===== config.mk =====
export PLATFORM = sky130hd
export DESIGN_NAME = stack_cpu
export DESIGN_NICKNAME = d
export VERILOG_FILES = /design/src/rtl/stack_cpu_pkg.sv /design/src/rtl/stack_cpu_stack.sv /design/src/rtl/stack_cpu_alu.sv /design/src/rtl/stack_cpu.sv
export SDC_FILE = /design/constraint.sdc
export NUM_CORES = 2
export LEC_CHECK = 0
export BUFFER_PORTS_ARGS = -buffer_cell sky130_fd_sc_hd__buf_2
export CORE_ASPECT_RATIO = 0.5
export CORE_MARGIN = 3
export CORE_UTILIZATION = 45
export CTS_CLUSTER_SIZE = 24
export DETAILED_ROUTE_END_ITERATION = 7
export GPL_TIMING_DRIVEN = 0
export PLACE_DENSITY = 0.66
export SETUP_SLACK_MARGIN = 0.3
export SLEW_MARGIN = 20
export SYNTH_ARGS = -nofsm -noshare
export SYNTH_HDL_FRONTEND = slang
export SYNTH_HIERARCHICAL = 1
export SYNTH_SLANG_ARGS = --single-unit

===== constraint.sdc =====
create_clock -name clk -period 10.55 [get_ports clk]
set_input_delay 1.5825 -clock clk [delete_from_list [all_inputs] [get_ports clk]]
set_output_delay 1.5825 -clock clk [all_outputs]
set_load 0.01 [all_outputs]

===== src/rtl/stack_cpu_pkg.sv =====
package stack_cpu_pkg;

    localparam int unsigned INSN_W = 16;
    localparam int unsigned PC_W   = 13;
    localparam int unsigned IMM_W  = 15;

    typedef enum logic [1:0] {
        CL_JMP  = 2'd0,
        CL_CBR  = 2'd1,
        CL_CALL = 2'd2,
        CL_ALU  = 2'd3
    } insn_class_e;

    typedef enum logic [4:0] {
        OP_T      = 5'd0,
        OP_ADD    = 5'd1,
        OP_XOR    = 5'd2,
        OP_AND    = 5'd3,
        OP_OR     = 5'd4,
        OP_INV    = 5'd5,
        OP_EQ     = 5'd6,
        OP_LTS    = 5'd7,
        OP_LTU    = 5'd8,
        OP_N      = 5'd9,
        OP_R      = 5'd10,
        OP_SHR    = 5'd11,
        OP_SHL    = 5'd12,
        OP_MRD    = 5'd13,
        OP_MDONE  = 5'd14,
        OP_IORD   = 5'd15,
        OP_IODONE = 5'd16,
        OP_MWR    = 5'd17,
        OP_IOWR   = 5'd18
    } alu_op_e;

    typedef struct packed {
        logic              is_lit;
        insn_class_e       cls;
        logic [IMM_W-1:0]  imm;
        logic [PC_W-1:0]   target;
        alu_op_e           op;
        logic              ret;
        logic              t2n;
        logic              t2r;
        logic              spare;
        logic [1:0]        rdelta;
        logic [1:0]        ddelta;
    } insn_t;

    typedef struct packed {
        logic mem_rd;
        logic mem_wr;
        logic io_rd;
        logic io_wr;
    } bus_req_t;

    function automatic insn_t decode_insn(input logic [INSN_W-1:0] w);
        insn_t d;
        d.is_lit = w[15];
        d.cls    = insn_class_e'(w[14:13]);
        d.imm    = w[14:0];
        d.target = w[12:0];
        d.op     = alu_op_e'(w[12:8]);
        d.ret    = w[7];
        d.t2n    = w[6];
        d.t2r    = w[5];
        d.spare  = w[4];
        d.rdelta = w[3:2];
        d.ddelta = w[1:0];
        return d;
    endfunction

    function automatic bus_req_t op_bus_req(input alu_op_e op);
        bus_req_t r;
        r = '0;
        case (op)
            OP_MRD:  r.mem_rd = 1'b1;
            OP_MWR:  r.mem_wr = 1'b1;
            OP_IORD: r.io_rd  = 1'b1;
            OP_IOWR: r.io_wr  = 1'b1;
            default: r = '0;
        endcase
        return r;
    endfunction

endpackage


===== src/rtl/stack_cpu_stack.sv =====
module stack_cpu_stack #(
    parameter int unsigned WIDTH = 32,
    parameter int unsigned DEPTH = 32
) (
    input  logic             clk,
    input  logic             rst,
    input  logic [1:0]       delta,
    input  logic             wr_en,
    input  logic [WIDTH-1:0] wr_data,
    output logic [WIDTH-1:0] top
);
    localparam int unsigned PTR_W = $clog2(DEPTH);

    logic [WIDTH-1:0] cells [DEPTH];
    logic [PTR_W-1:0] ptr;
    logic [PTR_W-1:0] step;
    logic [PTR_W-1:0] ptr_n;

    assign step  = {{(PTR_W-2){delta[1]}}, delta};
    assign ptr_n = ptr + step;
    assign top   = cells[ptr];

    always_ff @(posedge clk) begin
        if (rst) begin
            ptr <= '0;
        end else begin
            ptr <= ptr_n;
            if (wr_en) begin
                cells[ptr_n] <= wr_data;
            end
        end
    end


    ptr_step_chk: assert property (@(posedge clk) disable iff (rst)
        (delta == 2'b00) |=> (ptr == $past(ptr)));

endmodule


===== src/rtl/stack_cpu_alu.sv =====
module stack_cpu_alu
    import stack_cpu_pkg::*;
#(
    parameter int unsigned DATA_W = 32
) (
    input  alu_op_e           op,
    input  logic [DATA_W-1:0] tos,
    input  logic [DATA_W-1:0] nos,
    input  logic [DATA_W-1:0] rtop,
    input  logic [DATA_W-1:0] mem_rdata,
    input  logic [DATA_W-1:0] io_rdata,
    output logic [DATA_W-1:0] result
);
    localparam int unsigned SH_W = $clog2(DATA_W);

    logic              too_far;
    logic [SH_W-1:0]   amount;
    logic [DATA_W-1:0] shr_v;
    logic [DATA_W-1:0] shl_v;

    assign too_far = |tos[DATA_W-1:SH_W];
    assign amount  = tos[SH_W-1:0];
    assign shr_v   = too_far ? '0 : (nos >> amount);
    assign shl_v   = too_far ? '0 : (nos << amount);

    always_comb begin
        case (op)
            OP_T:      result = tos;
            OP_ADD:    result = nos + tos;
            OP_XOR:    result = nos ^ tos;
            OP_AND:    result = nos & tos;
            OP_OR:     result = nos | tos;
            OP_INV:    result = ~tos;
            OP_EQ:     result = {DATA_W{nos == tos}};
            OP_LTS:    result = {DATA_W{$signed(nos) < $signed(tos)}};
            OP_LTU:    result = {DATA_W{nos < tos}};
            OP_N:      result = nos;
            OP_R:      result = rtop;
            OP_SHR:    result = shr_v;
            OP_SHL:    result = shl_v;
            OP_MRD:    result = tos;
            OP_MDONE:  result = mem_rdata;
            OP_IORD:   result = tos;
            OP_IODONE: result = io_rdata;
            OP_MWR:    result = nos;
            OP_IOWR:   result = nos;
            default:   result = tos;
        endcase
    end


    shift_range_chk: assert final (!(too_far && (op == OP_SHL || op == OP_SHR)) || result == '0);

endmodule


===== src/rtl/stack_cpu.sv =====
module stack_cpu
    import stack_cpu_pkg::*;
#(
    parameter int unsigned DATA_W       = 32,
    parameter int unsigned DSTACK_DEPTH = 32,
    parameter int unsigned RSTACK_DEPTH = 32,
    parameter int unsigned DADDR_W      = 16
) (
    input  logic               clk,
    input  logic               rst,
    output logic [PC_W-1:0]    iaddr,
    input  logic [INSN_W-1:0]  idata,
    output logic [DADDR_W-1:0] bus_addr,
    output logic [DATA_W-1:0]  bus_wdata,
    output logic               mem_rd,
    output logic               mem_wr,
    input  logic [DATA_W-1:0]  mem_rdata,
    output logic               io_rd,
    output logic               io_wr,
    input  logic [DATA_W-1:0]  io_rdata
);
    localparam int unsigned LIT_PAD = DATA_W - IMM_W;
    localparam int unsigned PC_PAD  = DATA_W - PC_W;

    logic [PC_W-1:0]   pc, pc_n, pc_inc;
    logic [DATA_W-1:0] tos, tos_n;
    logic [DATA_W-1:0] nos, rtop, alu_res, r_wdata;
    logic [1:0]        d_delta, r_delta;
    logic              d_we, r_we;
    insn_t             dec;
    bus_req_t          req;
    logic              is_lit, is_jmp, is_cbr, is_call, is_alu;

    assign dec     = decode_insn(idata);
    assign is_lit  = dec.is_lit;
    assign is_jmp  = !dec.is_lit && dec.cls == CL_JMP;
    assign is_cbr  = !dec.is_lit && dec.cls == CL_CBR;
    assign is_call = !dec.is_lit && dec.cls == CL_CALL;
    assign is_alu  = !dec.is_lit && dec.cls == CL_ALU;
    assign pc_inc  = pc + 1'b1;

    stack_cpu_alu #(.DATA_W(DATA_W)) u_alu (
        .op        (dec.op),
        .tos       (tos),
        .nos       (nos),
        .rtop      (rtop),
        .mem_rdata (mem_rdata),
        .io_rdata  (io_rdata),
        .result    (alu_res)
    );

    stack_cpu_stack #(.WIDTH(DATA_W), .DEPTH(DSTACK_DEPTH)) u_dstack (
        .clk     (clk),
        .rst     (rst),
        .delta   (d_delta),
        .wr_en   (d_we),
        .wr_data (tos),
        .top     (nos)
    );

    stack_cpu_stack #(.WIDTH(DATA_W), .DEPTH(RSTACK_DEPTH)) u_rstack (
        .clk     (clk),
        .rst     (rst),
        .delta   (r_delta),
        .wr_en   (r_we),
        .wr_data (r_wdata),
        .top     (rtop)
    );

    always_comb begin
        pc_n    = pc_inc;
        tos_n   = tos;
        d_delta = 2'b00;
        d_we    = 1'b0;
        r_delta = 2'b00;
        r_we    = 1'b0;
        r_wdata = tos;
        if (is_lit) begin
            tos_n   = {{LIT_PAD{1'b0}}, dec.imm};
            d_delta = 2'b01;
            d_we    = 1'b1;
        end else begin
            case (dec.cls)
                CL_JMP: pc_n = dec.target;
                CL_CBR: begin
                    tos_n   = nos;
                    d_delta = 2'b11;
                    if (tos == '0) pc_n = dec.target;
                end
                CL_CALL: begin
                    r_delta = 2'b01;
                    r_we    = 1'b1;
                    r_wdata = {{PC_PAD{1'b0}}, pc_inc};
                    pc_n    = dec.target;
                end
                default: begin
                    tos_n   = alu_res;
                    d_delta = dec.ddelta;
                    d_we    = dec.t2n;
                    r_delta = dec.rdelta;
                    r_we    = dec.t2r;
                    if (dec.ret) pc_n = rtop[PC_W-1:0];
                end
            endcase
        end
    end

    always_ff @(posedge clk) begin
        if (rst) begin
            pc  <= '0;
            tos <= '0;
        end else begin
            pc  <= pc_n;
            tos <= tos_n;
        end
    end

    assign req       = (is_alu && !rst) ? op_bus_req(dec.op) : '0;
    assign mem_rd    = req.mem_rd;
    assign mem_wr    = req.mem_wr;
    assign io_rd     = req.io_rd;
    assign io_wr     = req.io_wr;
    assign bus_addr  = tos[DADDR_W-1:0];
    assign bus_wdata = nos;
    assign iaddr     = pc;


    reset_vector_chk: assert property (@(posedge clk)
        $past(rst) |-> (iaddr == '0));


    literal_push_chk: assert property (@(posedge clk) disable iff (rst)
        is_lit |=> (tos == {{LIT_PAD{1'b0}}, $past(dec.imm)}) && (nos == $past(tos)));


    jump_target_chk: assert property (@(posedge clk) disable iff (rst)
        is_jmp |=> (iaddr == $past(dec.target)));


    cbr_taken_chk: assert property (@(posedge clk) disable iff (rst)
        (is_cbr && tos == '0) |=> (iaddr == $past(dec.target)) && (tos == $past(nos)));


    cbr_fall_chk: assert property (@(posedge clk) disable iff (rst)
        (is_cbr && tos != '0) |=> (iaddr == $past(pc) + 1'b1));


    call_link_chk: assert property (@(posedge clk) disable iff (rst)
        is_call |=> (rtop[PC_W-1:0] == $past(pc) + 1'b1) && (iaddr == $past(dec.target)));


    return_chk: assert property (@(posedge clk) disable iff (rst)
        (is_alu && dec.ret) |=> (iaddr == $past(rtop[PC_W-1:0])));


    mem_complete_chk: assert property (@(posedge clk) disable iff (rst)
        (is_alu && dec.op == OP_MDONE) |=> (tos == $past(mem_rdata)));


    io_complete_chk: assert property (@(posedge clk) disable iff (rst)
        (is_alu && dec.op == OP_IODONE) |=> (tos == $past(io_rdata)));

endmodule


# == Word-level counts from Yosys, hierarchy flattened ==
# Memories as Yosys holds them, arrays and structs flattened. A register that Yosys moved wholly into a read port is not among the register bits.
# Cells that the tools add are included.
# classes
n_reduce_logical,16
n_eq_ne,23
order_cmp,2
n_mul,0
n_mux,32
n_shift,2
add_sub_neg,4
div_mod_pow,0
bitwise,5
# ops
cell,count
$pmux W32 S14,1
$mux W32,4
$lt A32 B32 Y1,2
$pmux W32 S2,1
$eq A5 B4 Y1 const B,8
$mux W13,3
$add A32 B32 Y32,1
$and A32 B32 Y32,1
$eq A32 B32 Y1,1
$logic_not A32 Y1,1
$not A32 Y32,1
$or A32 B32 Y32,1
$shl A32 B5 Y32,1
$shr A32 B5 Y32,1
$xor A32 B32 Y32,1
$reduce_or A27 Y1,1
$pmux W13 S2,1
$eq A5 B3 Y1 const B,4
$reduce_bool A16 Y1,1
$eq A5 B5 Y1 const B,3
$mux W15,1
$reduce_bool A15 Y1,1
$add A13 B1 Y13 const B,1
$mux W1,13
other kinds (18),30
# totals
out_inout_bits,65
rom_bits,0
ram_bits,2048
input_bits,82
register_bits,55
latchBits,0
n_memories,2
# mem_list
memory,depth,width,read_ports,rd_ports_with_merged_regs,write_ports,line_no,rtl
u_dstack.cells,32,32,1,1,1,stack_cpu_stack.sv:14,logic [WIDTH-1:0] cells [DEPTH];
u_rstack.cells,32,32,1,1,1,stack_cpu_stack.sv:14,

# == Depth between registers and ports, before layout ==
# depth
word_depth,7
ltp_mapped,25

# == Hierarchy ==
# The synthesis kept the hierarchy.
# by_module_without_submodules
mod,n_inst,area_each_um2,seq_area_each_um2,cells_per_inst
stack_cpu_stack (u_rstack),1,40121.0,30849.6,2256
stack_cpu_stack (u_dstack),1,40117.2,30849.6,2257
stack_cpu_alu,1,8216.6,0.0,1255
stack_cpu,1,3228.1,900.9,426

# == Worst setup path before layout ==
# Ideal clock, no wire load.
# synth_path
path_type,in2reg
from,input port idata[13]
to,memory u_dstack.cells[31][0] (enable)
slack_ns,4.839
required_time_ns,10.129
stages,11
arrival_time_ns,5.290
path_buffers,3
cell_sequence,buf_4 -> clkinv_1 -> clkbuf_1 -> a211oi_1 -> ha_1 -> a21o_1 -> a21oi_1 -> xnor2_1 -> or2_1 -> buf_2 -> nor2_1
# synth_rtl
item,line_no,rtl
"start, declared",stack_cpu.sv:12,"input logic [INSN_W-1:0] idata,"
$eq A2 B2 Y1 or $logic_not A2 Y1 (tied branches),stack_cpu.sv:83,case (dec.cls)
$reduce_or A2 Y1 (no line),-,
$pmux W2 S2 (*),stack_cpu.sv:83,
$mux W2 (*),stack_cpu.sv:78,if (is_lit) begin
net d_delta[1],stack_cpu.sv:28,"logic [1:0] d_delta, r_delta;"
$add A5 B5 Y5 (*),stack_cpu_stack.sv:20,assign ptr_n = ptr + step;
"end, declared",stack_cpu_stack.sv:14,
# Mark *: on every way through the listed nets, which the timed path passes. The rest lies on a longest branch.

==> impl_metrics.tcl <==
set metrics [dict create \
    initial_core_util 0.4554 \
    start_kind "flip-flop" \
    overflow 0 \
    layout-drive-gt1-share 0.1375 \
    rsz0062_at_grt "no" \
    syn_area_per_cell_um2 14.80 \
    hp-class "reg2reg" \
    regToRegEndpoint "tos[19]" \
    violations "design-rule violations" \
    setup_viol 0 \
    skew_ps 50.96 \
    area_growth_pct 14.70 \
    async_reset_ff_frac 0 \
    ys_top_cells_by_area "edfxtp_1, mux2i_1, a21oi_1, a22oi_1, ha_1" \
    fin_crit_sh 0.7361 \
    place_hpwl_um 202700 \
    rows 116 \
    die_w_um 644.3 \
    fmaxAchievable_mhz 128.8 \
    post-route-util 0.5224 \
    cts_hold_buf 0 \
    worstMarginPinSlew_ps 1267 \
    yosysSeqAreaShare 0.6828 \
    ys_types 87 \
    slowest_stage "nand3_1" \
    ios 147 \
    timing.slew.headroom 0.1554 \
    post_cts_buffers 0 \
    cp-end-kind "flip-flop" \
    crit_fanout 10 \
    cts_made_buffers 188 \
    status "finished with violations" \
    regToRegSetupSlack_ps 2780 \
    r2r_cells 19 \
    worstPathCellList "nor2b_1, buf_2, clkbuf_1, a22oi_1, a31oi_1, nand3_1, inv_1, ha_1, buf_2, nor4_1, nand2_1, nor2_1, a21boi_0, nor4_1, a211o_1, a2111oi_0, o22ai_1, mux2i_1, a211oi_1" \
    gp_congestion 1.004 \
    avgViaCountPerCell 6.103 \
    ys_ff_latch 2103 \
    slowest_delay_ps 1020 \
    r2r-start "u_dstack/ptr[0]" \
    path_clk_slew_ps 70 \
    synthAdderAreaFrac 0.01512 \
    postRouteAntennaNets 0 \
    htree_levels 4 \
    dr.pass1.iters 8 \
    sequentialPowerShare 0.461 \
    startpoint "u_dstack/ptr[0]" \
    p_sw_frac 0.3019 \
    antenna_found_initial 13 \
    grt_max_degree 37 \
    muxShareOfSynthArea 0.1260 \
    vias 58090 \
    crit_type "reg2reg" \
    syn_inst 6194 \
    synth_compound_area_frac 0.08763 \
    syn_nets 6385 \
    cts_max_path_buffers 4 \
    comb_power_share 0.218 \
    p_int_w 0.01424 \
    power_density_mw_per_mm2 194.0 \
    grtUsageTotal 0.2709 \
    nets 6847 \
    clock_sinks 2103 \
    die_area_mm2 0.2095 \
    power.switching_w 0.006159 \
    synth-simple-area-share 0.05552 \
    grt_pass1_vias 56320 \
    ctsResizeCount 0 \
    yosysWarnings 6 \
    first_iter_violations 6851 \
    synth_top_area_frac 0.6708 \
    synth-xor-area-share 0.003917 \
    peakVddDrop_uv 130.1 \
    cts_tree "yes" \
    p_leak_nw 34.72 \
    synth-main-ff-cell "edfxtp_1" \
    fill_cells 16540 \
    endpoint "tos[19]" \
    yosysTopAreaCell "edfxtp_1" \
    clock_latency_ps 840 \
    wl_per_cell_um 30.47 \
    die_y_um 325.2 \
    grt_pass1_wl_um 411600 \
    period_needed_ps 7766 \
    synthesis.area_mm2 0.09168 \
    cts-root-buf "clkbuf_16" \
    p_clk_frac 0.321 \
    crit_arrival_ps 8440 \
    core_area_mm2 0.2013 \
    crit_required_ps 11230 \
    hold_viol_final 0 \
    drv_slew 0 \
    io_buffers 144 \
    synth_edf_count 2048 \
    synth_top_family_by_area "multiplexers" \
    drt_wl_total_um 290100 \
    maxCapViolations 0 \
    remaining_drc_errors 2 \
    finalSetupTns_ps 0 \
]
flip-flops by register name, indices dropped and copies added, names as in the netlist:
name and count:
u_dstack/cells 1024, u_rstack/cells 1024, tos 32, iaddr 13, u_dstack/ptr 5, u_rstack/ptr 5
synthesized netlist by cell type, types with 99 or more instances:
cell type	instances
a22oi_1	210
nor2_1	304
a21oi_1	366
nand2_1	322
a22o_1	128
o21ai_0	99
nand3_1	235
mux2i_1	1103
ha_1	106
edfxtp_1	2048
clkbuf_1	164
buf_2	112
how the worst min path moves through the flow:
| stage | slack, ps | endpoint | start | cells past startpoint |
|---|---|---|---|---|
| 2_1_floorplan | 640 | iaddr[0] | iaddr[0] | 1 |
| 3_3_place_gp | 740 | iaddr[8] | iaddr[8] | 3 |
| 3_5_place_dp | 620 | tos[31] | tos[31] | 2 |
| 4_1_cts | 630 | tos[31] | tos[31] | 2 |
| 5_1_grt | 630 | tos[31] | tos[31] | 2 |
| 6_report | 630 | tos[23] | tos[23] | 2 |
cells in the final DEF, fill, tap and decap left out, drive strengths merged, types with 128 or more instances in the layout:
cell	count
buf	520
a22o	128
clkbuf	408
a22oi	210
nor2	304
nand3	236
nand2	322
edfxtp	2048
a21oi	367
mux2i	1103
logic make-up after synthesis:
kind of cell               after synthesis
adders and majority gates              109
muxes                                 1131
DFF                                   2103
buffers and inverters                  512
AOI/OAI and AO/OA                     1182
xor gates and xnor gates                41
and+or+nand+nor                       1116
stage by stage:
stage	hold WS, ps	std cells	setup slack (ps)	total power [W]	cell area (um^2)
final	633.0	9519	2784	0.02040	105200
after detailed placement	622.8	9179	3155	0.01389	99440
after global routing	634.2	9516	2282	0.02102	105200
after global placement	744.3	9052	1936	0.01376	95800
after floorplan	638.6	6194	4839	0.01202	91680
after CTS	628.9	9515	3091	0.02037	105100
layout make-up:
class / count / area (um^2) / area share
diodes: 3 / 7.507 / 0.00007139
plain buffers: 416 / 2302 / 0.02189
clock buffers: 240 / 5047 / 0.04800
clock inverters: 96 / 654.4 / 0.006223
inverters: 96 / 360.3 / 0.003427
multi-input cells: 3579 / 27160 / 0.2583
flip-flops and latches: 2103 / 62640 / 0.5956
well taps: 2714 / 3396 / 0.03229
repair buffers: 272 / 3592 / 0.03416
worst max-delay path: cells and delay by family, from the launching register on:
kind / cells / cell delay, ps
buffers and inverters: 4 / 1650
and+or+nand+nor: 6 / 2070
adders and majority gates: 1 / 310
muxes: 1 / 490
DFF: 1 / 420
AOI/OAI and AO/OA: 7 / 2620
power groups by stage:
stage / Sequential, W / Clock [W] / Combinational (W)
after floorplan: 0.00960 / 0 / 0.00242
after global placement: 0.00970 / 0 / 0.00406
after detailed placement: 0.00959 / 0 / 0.00430
after CTS: 0.00941 / 0.00665 / 0.00432
after global routing: 0.00941 / 0.00698 / 0.00463
final: 0.00941 / 0.00656 / 0.00444
layer usage:
metal  track usage  up-vias  routed length [um]
li1              -    25110                   -
met1        0.3620    29740              116600
met2        0.4340     2645              135500
met3       0.04942      598               23310
met4        0.1201        2               14690
met5             0        -                  13
(Power assumes the default switching activity.)
